**config.mk**
```make
export PLATFORM = sky130hd
export DESIGN_NAME = simd_part_adder
export DESIGN_NICKNAME = d
export VERILOG_FILES = /design/src/rtl/simd_add_pkg.sv /design/src/rtl/simd_lane_map.sv /design/src/rtl/simd_slice_pack.sv /design/src/rtl/simd_slice_unpack.sv /design/src/rtl/simd_part_adder.sv
export SDC_FILE = /design/constraint.sdc
export NUM_CORES = 1
export LEC_CHECK = 0
export ABC_AREA = 0
export CORE_MARGIN = 4
export CORE_UTILIZATION = 55
export CTS_BUF_LIST = sky130_fd_sc_hd__clkbuf_16
export CTS_CLUSTER_DIAMETER = 200
export DETAILED_ROUTE_END_ITERATION = 12
export PLACE_DENSITY = 0.94
export SYNTH_ARGS = -nofsm -noshare
export SYNTH_HDL_FRONTEND = slang
export SYNTH_HIERARCHICAL = 1
export SYNTH_SLANG_ARGS = --single-unit
```
**constraint.sdc**
```tcl
create_clock -name clk -period 9.8 [get_ports clk]
set_input_delay 1.96 -clock clk [delete_from_list [all_inputs] [get_ports clk]]
set_output_delay 1.96 -clock clk [all_outputs]
set_load 0.02 [all_outputs]
```
**src/rtl/simd_add_pkg.sv**
```systemverilog
package simd_add_pkg;

  // Lane width chosen by the lane_sel input
  typedef enum logic [1:0] {
    LANE_8  = 2'b00,
    LANE_16 = 2'b01,
    LANE_32 = 2'b10,
    LANE_64 = 2'b11
  } lane_size_e;

  // Operand-bit pair {a,b} placed in the extra position below each slice
  typedef enum logic [1:0] {
    GATE_CLIP = 2'b00,  // carry from below is blocked
    GATE_PASS = 2'b01,  // carry from below ripples through
    GATE_GEN  = 2'b11   // a carry of one is forced into the slice
  } gate_code_e;

endpackage

```
**src/rtl/simd_lane_map.sv**
```systemverilog
module simd_lane_map #(
  parameter int N_SLICES = 8,
  parameter int SEL_W    = 2
) (
  input  logic [SEL_W-1:0]    lane_sel,
  output logic [N_SLICES-1:0] lane_start,
  output logic [N_SLICES-1:0] lane_top
);

  // (slices per lane) - 1; a slice index ANDed with it gives the position inside the lane
  logic [N_SLICES-1:0] span_mask;

  always_comb begin
    span_mask = (N_SLICES'(1) << lane_sel) - N_SLICES'(1);
  end

  for (genvar k = 0; k < N_SLICES; k++) begin : g_slice
    localparam logic [N_SLICES-1:0] K_IDX  = N_SLICES'(k);
    localparam logic [N_SLICES-1:0] K_NEXT = N_SLICES'(k + 1);

    assign lane_start[k] = ((K_IDX & span_mask) == '0);
    assign lane_top[k]   = ((K_NEXT & span_mask) == '0);
  end

endmodule

```
**src/rtl/simd_slice_pack.sv**
```systemverilog
module simd_slice_pack
  import simd_add_pkg::*;
#(
  parameter  int SLICE_W  = 8,
  parameter  int N_SLICES = 8,
  localparam int DATA_W   = SLICE_W * N_SLICES,
  localparam int SEG_W    = SLICE_W + 1,
  localparam int EXT_W    = SEG_W * N_SLICES
) (
  input  logic [DATA_W-1:0]   op_a,
  input  logic [DATA_W-1:0]   op_b,
  input  logic                sub_en,
  input  logic [N_SLICES-1:0] lane_start,
  output logic [EXT_W-1:0]    ext_a,
  output logic [EXT_W-1:0]    ext_b
);

  for (genvar k = 0; k < N_SLICES; k++) begin : g_seg
    gate_code_e gate;

    // Lane start: block the carry, or force +1 for two's-complement subtract.
    // Inside a lane: let the carry ripple.
    always_comb begin
      if (lane_start[k]) begin
        gate = sub_en ? GATE_GEN : GATE_CLIP;
      end else begin
        gate = GATE_PASS;
      end
    end

    assign ext_a[k*SEG_W] = gate[1];
    assign ext_b[k*SEG_W] = gate[0];

    assign ext_a[k*SEG_W+1 +: SLICE_W] = op_a[k*SLICE_W +: SLICE_W];
    assign ext_b[k*SEG_W+1 +: SLICE_W] = op_b[k*SLICE_W +: SLICE_W] ^ {SLICE_W{sub_en}};
  end

endmodule

```
**src/rtl/simd_slice_unpack.sv**
```systemverilog
module simd_slice_unpack #(
  parameter  int SLICE_W  = 8,
  parameter  int N_SLICES = 8,
  localparam int DATA_W   = SLICE_W * N_SLICES,
  localparam int SEG_W    = SLICE_W + 1,
  localparam int EXT_W    = SEG_W * N_SLICES
) (
  // Chain result shifted down by one: the lowest extra position is dropped
  // and the final carry sits at the top.
  input  logic [EXT_W-1:0]    ext_sum,
  input  logic [N_SLICES-1:0] lane_top,
  output logic [DATA_W-1:0]   sum,
  output logic [N_SLICES-1:0] lane_cout
);

  for (genvar k = 0; k < N_SLICES; k++) begin : g_seg
    assign sum[k*SLICE_W +: SLICE_W] = ext_sum[k*SEG_W +: SLICE_W];

    // The extra position above a slice shows the carry leaving that slice
    assign lane_cout[k] = lane_top[k] & ext_sum[(k+1)*SEG_W-1];
  end

endmodule

```
**src/rtl/simd_part_adder.sv**
```systemverilog
module simd_part_adder
  import simd_add_pkg::*;
#(
  parameter  int SLICE_W  = 8,
  parameter  int N_SLICES = 8,
  parameter  int SEL_W    = 2,
  localparam int DATA_W   = SLICE_W * N_SLICES,
  localparam int EXT_W    = (SLICE_W + 1) * N_SLICES
) (
  input  logic                clk,
  input  logic                rst,
  input  logic [DATA_W-1:0]   op_a,
  input  logic [DATA_W-1:0]   op_b,
  input  logic [SEL_W-1:0]    lane_sel,
  input  logic                sub_en,
  output logic [DATA_W-1:0]   sum,
  output logic [N_SLICES-1:0] lane_cout
);

  logic [N_SLICES-1:0] lane_start;
  logic [N_SLICES-1:0] lane_top;
  logic [EXT_W-1:0]    ext_a;
  logic [EXT_W-1:0]    ext_b;
  logic [EXT_W-1:0]    ext_sum;
  logic [DATA_W-1:0]   sum_d;
  logic [N_SLICES-1:0] cout_d;

  simd_lane_map #(
    .N_SLICES (N_SLICES),
    .SEL_W    (SEL_W)
  ) u_map (
    .lane_sel   (lane_sel),
    .lane_start (lane_start),
    .lane_top   (lane_top)
  );

  simd_slice_pack #(
    .SLICE_W  (SLICE_W),
    .N_SLICES (N_SLICES)
  ) u_pack (
    .op_a       (op_a),
    .op_b       (op_b),
    .sub_en     (sub_en),
    .lane_start (lane_start),
    .ext_a      (ext_a),
    .ext_b      (ext_b)
  );

  // One uninterrupted chain, one bit wider than the operands for the final
  // carry, then shifted down to drop the lowest extra position.
  assign ext_sum = EXT_W'(({1'b0, ext_a} + {1'b0, ext_b}) >> 1);

  simd_slice_unpack #(
    .SLICE_W  (SLICE_W),
    .N_SLICES (N_SLICES)
  ) u_unpack (
    .ext_sum   (ext_sum),
    .lane_top  (lane_top),
    .sum       (sum_d),
    .lane_cout (cout_d)
  );

  always_ff @(posedge clk) begin
    if (rst) begin
      sum       <= '0;
      lane_cout <= '0;
    end else begin
      sum       <= sum_d;
      lane_cout <= cout_d;
    end
  end

endmodule

```
# Yosys cells after proc, flatten, opt, wreduce, memory -nomap -nowiden
# Cells that the tools add are included.
# word_totals
input_bits	133
word_cells	37
regBits	72
# classes
reduce_logical	8
shifts	1
addsub	2
bitwise_logic	16
n_mux	8
# op_table
operator	count
$add A72 B72 Y73	1
$logic_not A8 Y1	8
$xor A8 B8 Y8	8
$mux W2	8
$and A1 B1 Y1	8
$shl A1 B2 Y4 const A	1
$sub A4 B2 Y4 const B	1

# Logic depth before layout (Yosys ltp)
# logic_depth
word_depth	6
ltp_mapped	16
mapped_depth_nobuf	14

# By module
# The synthesis kept the hierarchy.
# modules_own_cells
mod	instances	area_per_inst_um2	seq_area_each_um2	cells_each
simd_part_adder	1	6318.6	1441.4	809
simd_slice_pack	1	1261.2	0.0	153
simd_slice_unpack	1	530.5	0.0	72
simd_lane_map	1	108.9	0.0	17

# Worst setup path before layout
# No wires, ideal clock.
# synth_path
path_type	input to register
from	input lane_sel[0]
to	register sum[39]
path_buffers	2
t_required_ns	9.672
arrival_time_ns	4.894
setup_ns	0.128
cell_stages	15
slack_ns	4.778
path_cell_list	nor2_1 buf_4 and2_1 ha_1 a21o_1 o21bai_1 a21o_1 a211o_1 a221o_1 a21o_1 a41o_1 a31oi_1 xnor2_1 buf_4 nor2b_1
# synth_via
elab_chain_cells	5
# synth_lines
element	line_no	text
start, declared	simd_part_adder.sv:14	input logic [SEL_W-1:0] lane_sel,
$shl A1 B2 Y4	simd_lane_map.sv:14	span_mask = (N_SLICES'(1) << lane_sel) - N_SLICES'(1);
$sub A4 B2 Y4	simd_lane_map.sv:14	
$logic_not A8 Y1	simd_lane_map.sv:21	assign lane_start[k] = ((K_IDX & span_mask) == '0);
net lane_start[3]	simd_part_adder.sv:20	logic [N_SLICES-1:0] lane_start;
$mux W2	simd_slice_pack.sv:24	if (lane_start[k]) begin
net ext_a[27]	simd_part_adder.sv:22	logic [EXT_W-1:0] ext_a;
$add A72 B72 Y73	simd_part_adder.sv:51	assign ext_sum = EXT_W'(({1'b0, ext_a} + {1'b0, ext_b}) >> 1);
net ext_sum[43]	simd_part_adder.sv:24	logic [EXT_W-1:0] ext_sum;
end signal, assigned	simd_part_adder.sv:68	sum <= sum_d;
end, declared	simd_part_adder.sv:16	output logic [DATA_W-1:0] sum,
# The timed path passes the listed nets, and every way through them passes these cells.
# A chain may end at the register's enable or synchronous reset.

# Worst setup path in the final report
# layout_path
from	input sub_en
to	register lane_cout[7]
# layout_via
elab_chain_cells	4
# layout_lines
element	line_no	text
start, declared	simd_part_adder.sv:15	input logic sub_en,
$mux W2 *	simd_slice_pack.sv:25	gate = sub_en ? GATE_GEN : GATE_CLIP;
net ext_a[0]	simd_part_adder.sv:22	
$mux W2	simd_slice_pack.sv:24	
$add A72 B72 Y73 *	simd_part_adder.sv:51	
net ext_sum[71]	simd_part_adder.sv:24	
$and A1 B1 Y1 *	simd_slice_unpack.sv:20	assign lane_cout[k] = lane_top[k] & ext_sum[(k+1)*SEG_W-1];
net cout_d[7]	simd_part_adder.sv:26	logic [N_SLICES-1:0] cout_d;
end signal, assigned	simd_part_adder.sv:69	lane_cout <= cout_d;
end, declared	simd_part_adder.sv:17	output logic [N_SLICES-1:0] lane_cout
# Mark *: on every way through the listed nets, which the timed path passes. The rest lies on a longest branch.

==> metrics.md <==
| Metric | Value |
|---|---|
| Setup bufs post-CTS | `0` |
| Synthesized flop and latch total | `72` |
| Reg power frac | `25.1%` |
| Area growth syn-to-layout | `14.9%` |
| Hold_buf cts | `0` |
| Fillers | `1213` |
| Max VDD drop | `0.0859 mV` |
| Starting Density | `56.3%` |
| Simple-Gate Fraction of Synth Area | `19.2%` |
| Worst path arrival time | `6.19 ns` |
| EDFF count, synth | `0` |
| Max cap viols | `0` |
| PwrDens | `155 mW/mm^2` |
| DR WL/cell | `17.1 um` |
| Status | `finished clean` |
| WP depth | `16` |
| Final layout net count | `1283` |
| Cells after Synth | `1051` |
| Max-slew violation count | `0` |
| Slowest CP cell | `buf_4` |
| First DRT Iteration DRCs | `721` |
| Antenna fix cells | `0` |
| Crit path max fanout | `52` |
| Top Family by Delay on Critical Path | `compound AO/OA/AOI/OAI gates` |
| Die ar. | `0.0170 mm^2` |
| Complex-gate fraction of the synthesized area | `20.7%` |
| Logic pwr share | `52.9%` |
| Worst hold-check path type | `in -> reg` |
| Synth Flop Type | `dfxtp_1` |
| Mapped Area | `0.00822 mm^2` |
| Die H | `130 um` |
| CTS tree | `yes` |
| Pin count of the biggest net entering global routing | `73` |
| Number of buffers created by CTS | `9` |
| Standard-cell rows | `44` |
| Final setup violation count | `0` |
| First-pass GRT wire length | `33500 um` |
| Sw Pwr | `556 uW` |
| Total GRT Usage | `24.4%` |
| Drt pass-1 iters | `5` |
| Hpwl dp | `17100 um` |
| Clock root buffer | `clkbuf_16` |
| DRT Wirelength | `21600 um` |
| FFs w/ async S/R, synth | `0%` |
| Initial antenna violation count | `0` |
| Pleak | `0.00403 uW` |
| Post-Synth Adder-Cell Area | `11.1%` |
| Share of post-route cells with drive strength above 1 | `2.22%` |
| Post-synthesis xor/xnor area fraction | `14.0%` |
| I/O pin count | `205` |
| Largest family of logic cells by synthesized area | `compound AO/OA/AOI/OAI gates` |
| CTS clk-pin slew, worst paths | `0.06 ns` |
| GPL Wtd Cong | `0.928` |
| Port buffer count | `204` |
| DRT antenna net count | `0` |
| PnR worst setup slack | `3.89 ns` |
| Most used cell, CP | `and2_1` |
| Resize count post-CTS | `0` |
| Crit. Startpoint | `sub_en` |
| Hold Violations, Final | `0` |
| Worst path required time | `10.08 ns` |
| Post-synthesis mux area share | `0.137%` |
| Gr ovfl total | `0` |
| Worst setup path endpoint | `lane_cout[7]$_SDFF_PP0_` |
| Startpoint Class | `input pin` |
| Clock sink count | `72` |
| Syn avg cell area | `7.82 um^2` |
| Final cycle utilization of the critical path | `60.3%` |
| Sequential share of the synthesized area | `17.5%` |
| Final min period | `5.91 ns` |
| Hold Path Depth | `3` |
| Ys Warns | `6` |
| Residual DRC | `0` |
| CP max stage delay | `0.70 ns` |
| Worst setup path class | `in -> reg` |
| Sw Ratio | `38.0%` |
| Unique masters post-synth | `63` |
| Upper clock frequency limit | `169 MHz` |
| H-tree levels | `3` |
| Post-DR vias/cell | `5.81` |
| Slew @ Worst Pin | `0.817 ns` |
| CP Capture Type | `flip-flop` |
| Number of global-route vias before repair | `6737` |
| Core area | `0.0146 mm^2` |
| Vias | `7355` |
| Longest Clk Path Bufs | `2` |
| RSZ-0062 raised after global routing | `no` |
| Internal | `908 uW` |
| Worst slew margin | `45.6%` |
| Clock network fraction of design power | `22.0%` |
| Die W | `130 um` |
| Setup TNS | `0 ns` |
| DP Worst Slack | `3.60 ns` |
| CP cell instances | `buf_4 -> buf_4 -> and2_1 -> and2_1 -> fa_1 -> a21o_1 -> a221oi_1 -> o211ai_1 -> nand4_1 -> a2111oi_0 -> a21o_1 -> a21o_2 -> a31oi_2 -> o21ai_0 -> and2_1 -> nor2b_1` |
| Buf/Inv on CP | `2` |
-- stage by stage --
stage          cell area [um^2]  util, %  hold WS (ns)  total power [uW]  cells
5_1_grt                    9450     64.8          2.34              1550   1267
4_1_cts                    9450     64.8          2.30              1460   1267
3_5_place_dp               9170     62.8          2.66              1140   1251
2_1_floorplan              8220        -          2.25              1010   1052
6_report                   9450     64.8          2.31              1460   1267
3_3_place_gp               9170     62.8          2.64              1120   1251
-- worst min-delay path, delay by kind of cell --
kind | cells | cell delay, ns
buffers and inverters | 2 | 0.46
AND/OR/NAND/NOR | 1 | 0.18
-- Yosys cell counts, types with 3 or more instances --
master     instances  area, um^2
a2111oi_0          3        26.3
a211oi_1           8        60.1
a21o_1            51         383
a21oi_1           83         415
a31o_2             4        35.0
a31oi_1           10        62.6
a41oi_1            3        26.3
and2_1            20         125
and3_1             5        31.3
and4_1             4        35.0
buf_2              5        25.0
buf_4            141        1060
buf_8              6        90.1
clkbuf_1          37         139
dfxtp_1           72        1440
ha_1              71         888
inv_1             23        86.3
nand2_1           64         240
nand2b_1          12        75.1
nand3_1           20         100
nand4_1           20         125
nor2_1            44         165
nor2b_1           75         469
nor3_1            15        75.1
nor3b_1            4        30.0
nor4_1             5        31.3
o211ai_1           7        52.6
o21a_1             7        52.6
o21ai_0           37         185
o21bai_1          14         105
o31ai_1            6        45.0
or3_1              6        37.5
xnor2_1           41         359
xor2_1            90         788
-- power by group through the flow --
stage / Sequential [uW] / Clock, uW / Combinational [uW]
6_report: 368 / 322 / 774
5_1_grt: 372 / 339 / 837
4_1_cts: 368 / 328 / 768
3_5_place_dp: 374 / 0 / 762
3_3_place_gp: 373 / 0 / 752
2_1_floorplan: 440 / 0 / 570
-- metal layers --
layer | track usage [%] | wire (um) | vias up
li1 | - | - | 3565
met3 | 3.56 | 1770 | 39
met5 | 0 | 0 | -
met4 | 8.56 | 512 | 0
met2 | 42.4 | 10400 | 334
met1 | 30.6 | 9010 | 3417
-- sequential cells by signal, indices dropped and copies added, names as in the netlist --
register   cells
sum           64
lane_cout      8
-- area by class of cell --
type	count	area, um^2	area share (%)
multi-input combinational	766	5360	56.7
timing repair buffer	206	2050	21.7
sequential	72	1440	15.3
tap	184	230	2.44
clock buffer	9	225	2.38
inverter	23	86.3	0.914
clock inverter	7	55.1	0.583
-- layout by cell type (no fill, tap or decap), drive strengths merged, types with 3 or more instances in the layout --
| cell | synthesis | layout |
|---|---|---|
| a41oi | 3 | 3 |
| or3 | 6 | 6 |
| nand3 | 20 | 20 |
| o211ai | 7 | 7 |
| o21bai | 14 | 14 |
| a31o | 4 | 4 |
| a21o | 52 | 52 |
| xor2 | 90 | 90 |
| clkbuf | 37 | 9 |
| and3 | 5 | 5 |
| and4 | 4 | 4 |
| a211oi | 8 | 8 |
| nor3 | 15 | 15 |
| nand2b | 12 | 12 |
| inv | 23 | 25 |
| ha | 71 | 71 |
| buf | 154 | 4 |
| o31ai | 6 | 6 |
| nor4 | 5 | 5 |
| clkdlybuf4s50 | 0 | 202 |
| nor2b | 75 | 75 |
| a31oi | 11 | 11 |
| nand4 | 20 | 20 |
| nor3b | 4 | 4 |
| clkinv | 0 | 4 |
| nor2 | 44 | 44 |
| o21a | 7 | 7 |
| a21boi | 3 | 3 |
| a21oi | 83 | 83 |
| nand2 | 64 | 64 |
| xnor2 | 41 | 41 |
| and2 | 21 | 21 |
| a2111oi | 3 | 3 |
| dfxtp | 72 | 72 |
| o21ai | 37 | 37 |
-- worst min path at each step --
stage,from,endpoint,slack (ns)
2_1_floorplan,rst,sum[63]$_SDFF_PP0_,2.25
6_report,rst,sum[7]$_SDFF_PP0_,2.31
4_1_cts,rst,sum[9]$_SDFF_PP0_,2.30
3_3_place_gp,rst,sum[7]$_SDFF_PP0_,2.64
5_1_grt,rst,sum[9]$_SDFF_PP0_,2.34
3_5_place_dp,rst,sum[9]$_SDFF_PP0_,2.66
-- kinds of logic after synthesis --
logic type | count (synthesis)
AND/OR/NAND/NOR | 299
AO/OA/AOI/OAI | 261
buffers and inverters | 214
XOR/XNOR | 131
adder cells (fa/ha/maj) | 72
flip-flops | 72
other | 1
multiplexers | 1
No activity file was read; power rests on OpenSTA's default activity.
